File: src/rtl/irq_pkg.sv
package irq_pkg;
  localparam int REG_ADDR_W = 3;

  typedef enum logic [REG_ADDR_W-1:0] {
    REG_MODE = 3'd0,
    REG_MASK = 3'd1,
    REG_PEND = 3'd2,
    REG_PRIO = 3'd3,
    REG_CLR  = 3'd4
  } reg_sel_e;
endpackage

File: src/rtl/irq_sync.sv
// Multi-flop synchroniser, one chain per source bit.
module irq_sync #(
  parameter int WIDTH  = 8,
  parameter int STAGES = 2
) (
  input  logic             clk,
  input  logic             rst_n,
  input  logic [WIDTH-1:0] async_in,
  output logic [WIDTH-1:0] sync_out
);
  logic [WIDTH-1:0] chain_q [STAGES];

  generate
    for (genvar s = 0; s < STAGES; s++) begin : g_stage
      if (s == 0) begin : g_first
        always_ff @(posedge clk or negedge rst_n) begin
          if (!rst_n) chain_q[0] <= '0;
          else        chain_q[0] <= async_in;
        end
      end else begin : g_next
        always_ff @(posedge clk or negedge rst_n) begin
          if (!rst_n) chain_q[s] <= '0;
          else        chain_q[s] <= chain_q[s-1];
        end
      end
    end
  endgenerate

  assign sync_out = chain_q[STAGES-1];
endmodule

File: src/rtl/irq_edge_latch.sv
// Rising-edge capture with a bulk clear; a capture seen during the clear survives.
module irq_edge_latch #(
  parameter int WIDTH = 8
) (
  input  logic             clk,
  input  logic             rst_n,
  input  logic [WIDTH-1:0] sync_in,
  input  logic [WIDTH-1:0] edge_mode,
  input  logic             clr_all,
  output logic [WIDTH-1:0] rise,
  output logic [WIDTH-1:0] held
);
  logic [WIDTH-1:0] prev_q;
  logic [WIDTH-1:0] held_d;

  assign rise = sync_in & ~prev_q;

  always_comb begin
    if (clr_all) held_d = rise & edge_mode;
    else         held_d = (held | rise) & edge_mode;
  end

  always_ff @(posedge clk or negedge rst_n) begin
    if (!rst_n) begin
      prev_q <= '0;
      held   <= '0;
    end else begin
      prev_q <= sync_in;
      held   <= held_d;
    end
  end
endmodule

File: src/rtl/irq_prio_enc.sv
// Lowest index wins.
module irq_prio_enc #(
  parameter int WIDTH = 8,
  localparam int IDX_W = (WIDTH > 1) ? $clog2(WIDTH) : 1
) (
  input  logic [WIDTH-1:0] req,
  output logic             valid,
  output logic [IDX_W-1:0] idx
);
  always_comb begin
    idx = '0;
    for (int i = WIDTH - 1; i >= 0; i--) begin
      if (req[i]) idx = IDX_W'(i);
    end
  end

  assign valid = |req;
endmodule

File: src/rtl/irq_prio_ctrl.sv
module irq_prio_ctrl
  import irq_pkg::*;
#(
  parameter int NUM_SRC     = 8,
  parameter int DATA_W      = 8,
  parameter int SYNC_STAGES = 2
) (
  input  logic                  clk,
  input  logic                  rst_n,
  input  logic [NUM_SRC-1:0]    irq_in,
  input  logic                  rd_en,
  input  logic                  wr_en,
  input  logic [REG_ADDR_W-1:0] addr,
  input  logic [DATA_W-1:0]     wr_data,
  output logic [DATA_W-1:0]     rd_data,
  output logic                  irq_out
);
  localparam int IDX_W = (NUM_SRC > 1) ? $clog2(NUM_SRC) : 1;

  logic [NUM_SRC-1:0] mode_q, mask_q;
  logic [NUM_SRC-1:0] sync_v, rise_v, edge_held, pend_vis, active;
  logic               clr_hit, prio_valid;
  logic [IDX_W-1:0]   prio_idx;
  logic [DATA_W-1:0]  rd_next;

  irq_sync #(.WIDTH(NUM_SRC), .STAGES(SYNC_STAGES)) sync_i (
    .clk(clk), .rst_n(rst_n), .async_in(irq_in), .sync_out(sync_v)
  );

  assign clr_hit = rd_en && (reg_sel_e'(addr) == REG_CLR);

  irq_edge_latch #(.WIDTH(NUM_SRC)) edge_i (
    .clk(clk), .rst_n(rst_n), .sync_in(sync_v), .edge_mode(mode_q),
    .clr_all(clr_hit), .rise(rise_v), .held(edge_held)
  );

  assign pend_vis = (mode_q & edge_held) | (~mode_q & sync_v);
  assign active   = pend_vis & ~mask_q;

  irq_prio_enc #(.WIDTH(NUM_SRC)) prio_i (
    .req(active), .valid(prio_valid), .idx(prio_idx)
  );

  assign irq_out = |active;

  always_ff @(posedge clk or negedge rst_n) begin
    if (!rst_n) begin
      mode_q <= '0;
      mask_q <= '0;
    end else if (wr_en) begin
      case (reg_sel_e'(addr))
        REG_MODE: mode_q <= wr_data[NUM_SRC-1:0];
        REG_MASK: mask_q <= wr_data[NUM_SRC-1:0];
        default:  ;
      endcase
    end
  end

  always_comb begin
    rd_next = '0;
    case (reg_sel_e'(addr))
      REG_MODE: rd_next[NUM_SRC-1:0] = mode_q;
      REG_MASK: rd_next[NUM_SRC-1:0] = mask_q;
      REG_PEND: rd_next[NUM_SRC-1:0] = pend_vis;
      REG_PRIO: begin
        rd_next[DATA_W-1]  = prio_valid;
        rd_next[IDX_W-1:0] = prio_valid ? prio_idx : '0;
      end
      REG_CLR:  rd_next[NUM_SRC-1:0] = edge_held & mode_q;
      default:  rd_next = '0;
    endcase
  end

  always_ff @(posedge clk or negedge rst_n) begin
    if (!rst_n)     rd_data <= '0;
    else if (rd_en) rd_data <= rd_next;
  end
endmodule

File: config.mk
export PLATFORM = sky130hd
export DESIGN_NAME = irq_prio_ctrl
export DESIGN_NICKNAME = d
export VERILOG_FILES = /design/src/rtl/irq_pkg.sv /design/src/rtl/irq_sync.sv /design/src/rtl/irq_edge_latch.sv /design/src/rtl/irq_prio_enc.sv /design/src/rtl/irq_prio_ctrl.sv
export SDC_FILE = /design/constraint.sdc
export NUM_CORES = 1
export LEC_CHECK = 0
export BUFFER_PORTS_ARGS = -buffer_cell sky130_fd_sc_hd__buf_2
export CAP_MARGIN = 20
export CELL_PAD_IN_SITES_DETAIL_PLACEMENT = 0
export CELL_PAD_IN_SITES_GLOBAL_PLACEMENT = 1
export CORE_ASPECT_RATIO = 2
export CORE_MARGIN = 5
export CORE_UTILIZATION = 48
export CTS_CLUSTER_DIAMETER = 200
export DETAILED_ROUTE_END_ITERATION = 10
export HOLD_SLACK_MARGIN = 0.02
export PLACE_DENSITY = 0.86
export SLEW_MARGIN = 5
export SYNTH_ARGS = -nofsm -noshare
export SYNTH_HDL_FRONTEND = slang
export SYNTH_SLANG_ARGS = --single-unit
File: constraint.sdc
create_clock -name clk -period 4.2 [get_ports clk]
set_input_delay 0.63 -clock clk [delete_from_list [all_inputs] [get_ports clk]]
set_output_delay 0.63 -clock clk [all_outputs]
set_load 0.005 [all_outputs]
==> results of run 1 <==
==> cell families after synthesis <==
kind of cell	after synthesis	share of synthesized area [%]
adder cells (fa/ha/maj)	3	1.247
AO/OA/AOI/OAI	51	13.97
multiplexers	22	9.818
AND/OR/NAND/NOR	60	13.56
buffers and inverters	17	3.221
flip-flops	56	58.18
==> cells in the mapped netlist (2+ instances only) <==
master and number:
dfrtp_1 56, nor2b_1 16, mux2_2 13, buf_2 5, o32a_1 2, nand3b_1 5, nand4_1 2, maj3_1 3
nand2_1 9, and3_1 2, o31ai_1 3, o211ai_1 2, mux2i_1 9, a21o_1 4, a21oi_1 18, clkbuf_1 2
nor2_1 17, nand2b_1 5, a32oi_1 4, buf_4 2, inv_1 8, o21ai_0 8
==> cell type report <==
type | instances | area share (%)
tap | 57 | 2.590
multi-input combinational | 136 | 33.76
sequential | 56 | 50.89
inverter | 8 | 1.090
timing repair buffer | 32 | 5.906
clock buffer | 5 | 2.499
clock inverter | 3 | 3.271
==> metal layers <==
| metal | vias up | share of wire [%] |
|---|---|---|
| li1 | 797 | - |
| met1 | 827 | 41 |
| met2 | 24 | 54 |
| met3 | 6 | 3.5 |
| met4 | 0 | 2.3 |
| met5 | - | 0 |
==> report_power, final <==
group | internal [mW] | total, mW | leakage [nW] | switching, mW
registers | 0.605 | 0.661 | 0.679 | 0.0557
logic | 0.112 | 0.221 | 0.475 | 0.110
clock network | 0.298 | 0.469 | 0.0784 | 0.171
==> critical path: stages (launching register included) <==
cell and delay, ps:
dfrtp_1 480, mux2i_1 270, o22ai_1 160, nor2_2 160, nand4b_2 160, buf_2 160
==> sequential cells by signal (all words and copies together) (netlist names) <==
signal           flops
sync_i.sync_out      8
edge_i.held          8
rd_data              8
sync_i.chain_q       8
mask_q               8
mode_q               8
edge_i.prev_q        8
==> worst max-delay path by stage <==
stage               slack, ps         to      start
floorplan                2410  mode_q[1]    addr[0]
global placement         2000  mask_q[5]    addr[0]
detailed placement       1950  mask_q[0]    addr[0]
CTS                      1860    irq_out  mode_q[2]
global route             1760    irq_out  mode_q[2]
finish                   1880    irq_out  mode_q[2]
==> through the flow <==
step           cells  setup slack [ps]  instance area, um^2  util, %
3_3_place_gp     289              1997                 2595    53.34
2_1_floorplan    209              2413                 2409        -
3_5_place_dp     289              1950                 2595    53.34
4_1_cts          297              1858                 2754    56.61
6_report         297              1875                 2754    56.61
5_1_grt          297              1756                 2754    56.61
==> key figures, run 1 <==
Global routing
  • Largest net degree at the start of global routing: 35
  • GRT Total Usage: 17.53%
  • First-pass GRT wire length: 8293 um
  • Initial antenna violation count: 0
  • Remaining global-route overflow: 0
  • Vias in the first global route: 1686
  • Met1 usage: 20.20%
  • M2 GR Usage: 30.11%
  • GR Layer Usage met3: 3.730%
  • Busiest grt layer: met2

Cells and area
  • Layout cell share with drive strength beyond 1: 23.75%
  • Area Growth Syn to Fin: 14.34%
  • Layout net count: 262
  • Most frequent cells in the layout: 56 x dfrtp_1, 31 x buf_2, 18 x a21oi_1
  • Register area: 1401 um^2
  • Most common cell after layout, fill and taps aside: dfrtp_1
  • Antenna diodes: 0
  • Multi-input gate area: 929.6 um^2
  • FILL cells: 447

Worst setup path
  • Reg2Reg Depth: 5
  • Setup crit end kind: primary output
  • Reg-to-Reg Start: mode_q[2]
  • Crit path required time: 3570 ps
  • Setup CP Type: register to primary output
  • Critical Path Source Type: register
  • CP arrival: 1690 ps
  • Slack of the worst reg-to-reg path: 2540 ps
  • Worst r2r dst: rd_data[7]
  • CP max FO: 7

Pwr
  • Overall Power: 1.351 mW
  • Leak Pwr: 1.233 nW
  • Worst VDD drop: 0.0004341 V
  • Pwr Density: 490.7 nW/um^2

Routing
  • DRC viols: 0
  • Final ANT Viol Nets: 0
  • Via count: 1654
  • Drt first-iter violations: 31
  • DR pass1 iterations: 4
  • Vias/cell: 5.569
  • Final WL: 5031 um
  • Wire length per cell: 16.94 um

STA
  • Final number of max-transition violations: 0
  • Peak Freq: 0.4302 GHz
  • Unrepaired setup endpoints after global routing: false
  • Final Setup Violations: 0
  • Worst slew pin tran: 737.6 ps
  • Fin Setup TNS: 0 ps
  • Relative slew slack: 50.83%
  • Hold Fails Final Rpt: 0
  • Hold_ws: 356.7 ps
  • Final Cycle Share: 55.35%
  • Clk_skew: 8.189 ps
  • Final min period: 2325 ps

Clock network
  • Postcts setup bufs: 0
  • Post-cts gate resize count: 0
  • TritonCTS buffer count: 5
  • TritonCTS clock tree: yes
  • CTS Buffer Depth: 2
  • Clk slew on worst S/H paths: 100 ps
  • Hold_buf cts: 0
  • Num Clock Sinks: 56
  • Clk_lat worst skew: 310 ps
  • H-tree depth: 2
  • Root Buffer: clkbuf_8

Placed design
  • IO Port Bufs: 31
  • Routability cong.: 0.8423
  • Hpwl dp: 3717 um

Synth
  • Post-synth EDFFs: 0
  • Synth top area share: 58.18%
  • Number of synthesized register bits: 56
  • Mapped Avg Cell Area: 11.52 um^2
  • Synth Flop Type: dfrtp_1
  • Seq/Total Area, Yosys: 58.18%
  • Ys Warns: 0
  • Netlist Area Pre-Place: 2409 um^2
  • Synth area leader: dfrtp_1
  • Syn Nets: 232
  • Ys async rst share: 100.0%
  • Main area contributors after synthesis: dfrtp_1 58%, mux2_2 6.1%, nor2b_1 4.2%
  • Cells after synthesis: 209
  • Post-synth cell types: 36

Die
  • Cell Rows: 36
  • CORE AREA: 4865 um^2
  • Die outline area: 6621 um^2
  • Die Ht: 110.2 um
  • IO Pins: 32
  • Chip width: 60.09 um
  • Effective utilization at floorplan: 49.51%

Flow run
  • MaxCap Viol Count: 0

Hold path
  • Hold Path Cell Cnt: 0
  • Worst hold start: sync_i.chain_q[13]
  • Hold Crit Class: register to register
  • Worst Hold Endpoint: sync_i.sync_out[5]

Outcome
  • Status: complete, no violations
Note: power is estimated with default switching activity, not from simulation.
==> inputs of run 2 (changes only) <==
- CORE_UTILIZATION: 48 -> 45
- PLACE_DENSITY: 0.86 -> 0.81
- clock period: 4.2 -> 2.25 ns (I/O delays scaled with it)
==> run 2 against run 1 <==
Routed wire length fell by 0.28%. Largest power group unchanged. First-iteration DRC count rose by 29%. Sequential power rose by 86%. Critical endpoint unchanged. Sequential cell count did not move. Total power rose by 69%. Via count rose by 2.2%. Non-clock buffer count rose by 5. Hold slack got worse by 230 ps. Sequential share of layout area rose by 0.19 points.
==> key figures, run 2 (synthesis results as in run 1) <==
STA
  • Final Cycle Share: 87.01%
  • Hold Fails Final Rpt: 0
  • Hold_ws: 128.0 ps
  • Final Setup Violations: 0
  • Relative slew slack: 67.89%
  • Final number of max-transition violations: 0
  • Unrepaired setup endpoints after global routing: false
  • Peak Freq: 0.5108 GHz
  • Final min period: 1958 ps
  • Fin Setup TNS: 0 ps
  • Clk_skew: 3.126 ps
  • Worst slew pin tran: 480.3 ps

Placed design
  • Routability cong.: 0.8217
  • Hpwl dp: 3755 um
  • IO Port Bufs: 31

Worst setup path
  • Setup crit end kind: primary output
  • CP arrival: 1620 ps
  • Slack of the worst reg-to-reg path: 650 ps
  • Crit path required time: 1910 ps
  • CP max FO: 7
  • Critical Path Source Type: register
  • Setup CP Type: register to primary output

Pwr
  • Worst VDD drop: 0.0005362 V
  • Pwr Density: 832.4 nW/um^2
  • Leak Pwr: 1.233 nW

Die
  • CORE AREA: 5185 um^2
  • Cell Rows: 37
  • IO Pins: 32
  • Die outline area: 7004 um^2
  • Chip width: 61.73 um
  • Effective utilization at floorplan: 46.45%
  • Die Ht: 113.5 um

Routing
  • DR pass1 iterations: 4
  • Final WL: 5017 um
  • DRC viols: 0
  • Wire length per cell: 16.56 um
  • Via count: 1690
  • Drt first-iter violations: 40
  • Vias/cell: 5.578
  • Final ANT Viol Nets: 0

Global routing
  • GRT Total Usage: 16.04%
  • Vias in the first global route: 1706
  • Remaining global-route overflow: 0
  • Initial antenna violation count: 0
  • First-pass GRT wire length: 8266 um
  • Largest net degree at the start of global routing: 26

Hold path
  • Hold Crit Class: input port to register

Clock network
  • Num Clock Sinks: 56
  • Root Buffer: clkbuf_8
  • TritonCTS clock tree: yes
  • H-tree depth: 2
  • Clk slew on worst S/H paths: 90 ps
  • CTS Buffer Depth: 2
  • TritonCTS buffer count: 5
  • Clk_lat worst skew: 300 ps

Cells and area
  • Most frequent cells in the layout: 56 x dfrtp_1, 31 x buf_2, 18 x a21oi_1
  • Most common cell after layout, fill and taps aside: dfrtp_1
  • Area Growth Syn to Fin: 13.92%
  • Layout cell share with drive strength beyond 1: 24.49%
  • Layout net count: 267
  • Antenna diodes: 0

Outcome
  • Status: complete, no violations

Flow run
  • MaxCap Viol Count: 0
## run 2: layout make-up
cell class,instances,area (um^2)
clock buffers,6,72.57
well taps,58,72.57
inverters,8,30.03
flip-flops and latches,56,1401
repair buffers,37,202.7
fillers,489,2441
multi-input cells,136,929.6
clock inverters,2,35.03
## run 2: timing repair
| action | CTS | global route |
|---|---|---|
| hold buffers | 1 | 0 |
| gates resized for setup | 0 | 0 |
| setup buffers | 0 | 0 |
| endpoints found under the hold margin | 15 | 0 |
## run 2: final timing paths
kind,from,end,cells after the start
worst max-delay path,mode_q[2],irq_out,5
worst max register to register,mode_q[2],rd_data[7],5
max in group asynchronous,rst_n,edge_i.held[1],3
min in group asynchronous,rst_n,sync_i.chain_q[12],2
worst min-delay path,irq_in[4],sync_i.chain_q[12],1
worst min register to register,sync_i.chain_q[14],sync_i.sync_out[6],0
## run 2: metrics by stage
step	util, %	cells	power [mW]	setup WS (ps)	area, um^2
3_5_place_dp	50.65	294	1.672	451.4	2626
5_1_grt	52.92	303	2.418	138.1	2744
2_1_floorplan	-	209	1.523	755.7	2409
3_3_place_gp	50.65	294	1.662	460.7	2626
6_report	52.92	303	2.284	292.2	2744
4_1_cts	52.92	303	2.312	273.8	2744
## run 2: layer usage
layer	share of wire, %	wire length, um	vias up	GRT usage (%)
li1	-	-	812	-
met2	53	2644	25	26.31
met1	42	2089	844	20.03
met3	3.2	162	9	2.492
met5	0	0	-	0
met4	2.4	120	0	7.224
## run 2: worst max-delay path, cell delays in order (launching register included)
cell,delay [ps]
dfrtp_1,450
mux2i_1,260
o22ai_1,140
nor2_2,150
nand4b_2,150
buf_2,160
## run 2: power breakdown
part | total [mW] | internal [mW] | switching [mW] | leakage [nW]
registers | 1.23 | 1.13 | 0.103 | 0.679
logic | 0.416 | 0.213 | 0.203 | 0.499
clock network | 0.635 | 0.330 | 0.304 | 0.0552
==> inputs of run 3 (changes only) <==
- CORE_ASPECT_RATIO: 2 -> 1.25
- CORE_MARGIN: 5 -> 4
==> run 3 against run 2 <==
Clock skew hardly changed. Fmax down 3.6%. Combinational power is essentially flat. Non-clock buffer count is 1 lower. Register-to-register slack worse by 100 ps. First-iteration DRC count increased to 2.7 times the previous value. Cell area hardly changed. Clock power down 0.6%. Total power hardly changed. Sequential cell count is the same. Routed wire length shrank 2.6%. Largest power group unchanged. Highest routed layer unchanged.
==> key figures, run 3 (synthesis results as in run 1) <==
Outcome
  • Status: complete, no violations

Cells and area
  • Antenna diodes: 0
  • Most common cell after layout, fill and taps aside: dfrtp_1
  • Layout net count: 266
  • Layout cell share with drive strength beyond 1: 24.18%
  • Most frequent cells in the layout: 56 x dfrtp_1, 31 x buf_2, 18 x a21oi_1
  • Area Growth Syn to Fin: 13.82%

Clock network
  • TritonCTS clock tree: yes
  • CTS Buffer Depth: 2
  • Post-cts gate resize count: 0
  • Num Clock Sinks: 56
  • TritonCTS buffer count: 5
  • Clk slew on worst S/H paths: 90 ps
  • H-tree depth: 2
  • Root Buffer: clkbuf_8
  • Clk_lat worst skew: 300 ps

Global routing
  • Vias in the first global route: 1687
  • Met1 usage: 23.58%
  • GR Layer Usage met3: 4.018%
  • M2 GR Usage: 23.51%
  • First-pass GRT wire length: 8355 um
  • Largest net degree at the start of global routing: 22
  • Initial antenna violation count: 0
  • GRT Total Usage: 16.31%
  • Busiest grt layer: met1
  • Remaining global-route overflow: 0

STA
  • Final Cycle Share: 90.23%
  • Hold_ws: 134.8 ps
  • Relative slew slack: 65.93%
  • Peak Freq: 0.4926 GHz
  • Final Setup Violations: 0
  • Hold Fails Final Rpt: 0
  • Final min period: 2030 ps
  • Clk_skew: 2.963 ps
  • Worst slew pin tran: 509.6 ps
  • Final number of max-transition violations: 0
  • Fin Setup TNS: 0 ps
  • Unrepaired setup endpoints after global routing: false

Worst setup path
  • Crit path required time: 1910 ps
  • WP buf/inv: 1
  • CP arrival: 1690 ps
  • CP max stage cell: dfrtp_1
  • Delay of the slowest critical-path stage: 460 ps
  • Setup CP Type: register to primary output
  • CP Cell Sequence: mux2i_1 -> o22ai_1 -> nor2_2 -> nand4b_2 -> buf_2
  • Critical Path Source Type: register
  • Crit-path leading delay family: flip-flops
  • Setup crit end kind: primary output
  • CP max FO: 7

Routing
  • Final ANT Viol Nets: 0
  • Via count: 1695
  • Drt first-iter violations: 107
  • Final WL: 4888 um
  • Vias/cell: 5.539
  • DR pass1 iterations: 4
  • DRC viols: 0
  • Wire length per cell: 15.97 um

Hold path
  • Hold Crit Class: input port to register

Die
  • Chip width: 73.44 um
  • IO Pins: 32
  • Die Ht: 89.80 um
  • Effective utilization at floorplan: 47.08%
  • CORE AREA: 5116 um^2
  • Cell Rows: 29
  • Die outline area: 6594 um^2

Pwr
  • Worst VDD drop: 0.0004086 V
  • Leak Pwr: 1.228 nW
  • Pwr Density: 832.5 nW/um^2

Flow run
  • MaxCap Viol Count: 0

Placed design
  • Routability cong.: 0.7950
  • Hpwl dp: 3631 um
  • IO Port Bufs: 31
## run 3: repair_timing
action | in CTS | in global routing
hold endpoints to repair | 16 | 0
buffers inserted | 0 | 0
hold buffers | 1 | 0
## run 3: where the power goes
part	leakage (nW)	switching (mW)	internal, mW
combinational	0.494	0.206	0.213
clock	0.0552	0.301	0.331
sequential	0.679	0.103	1.13
total	1.23	0.609	1.67
## run 3: worst paths after layout
path / slack (ps) / end / cells past startpoint / start
max: 220 / irq_out / 5 / mode_q[2]
min: 130 / sync_i.chain_q[11] / 1 / irq_in[3]
max reg2reg: 550 / rd_data[7] / 5 / mode_q[2]
min reg2reg: 360 / sync_i.sync_out[4] / 0 / sync_i.chain_q[12]
max in group asynchronous: 1150 / edge_i.held[5] / 3 / rst_n
min in group asynchronous: 490 / edge_i.held[2] / 2 / rst_n
## run 3: cell type report
type | count | area [um^2]
repair buffers | 36 | 195.2
flip-flops and latches | 56 | 1401
clock inverters | 2 | 35.03
well taps | 62 | 77.57
inverters | 8 | 30.03
clock buffers | 6 | 72.57
multi-input cells | 136 | 929.6
fillers | 461 | 2375
## run 3: layer usage
layer	share of wire, %	wire length, um
met3	5.7	277
met4	1.8	88
met2	45	2224
met1	47	2297
met5	0	0
## run 3: stage by stage
step / worst slack (ps) / std cells / power, mW / util, % / area, um^2
6_report: 219.9 / 306 / 2.282 / 53.58 / 2741
3_5_place_dp: 405.4 / 297 / 1.676 / 51.28 / 2624
2_1_floorplan: 755.7 / 209 / 1.523 / - / 2409
4_1_cts: 222.5 / 306 / 2.314 / 53.58 / 2741
3_3_place_gp: 448.0 / 297 / 1.668 / 51.28 / 2624
5_1_grt: 85.59 / 306 / 2.422 / 53.58 / 2741
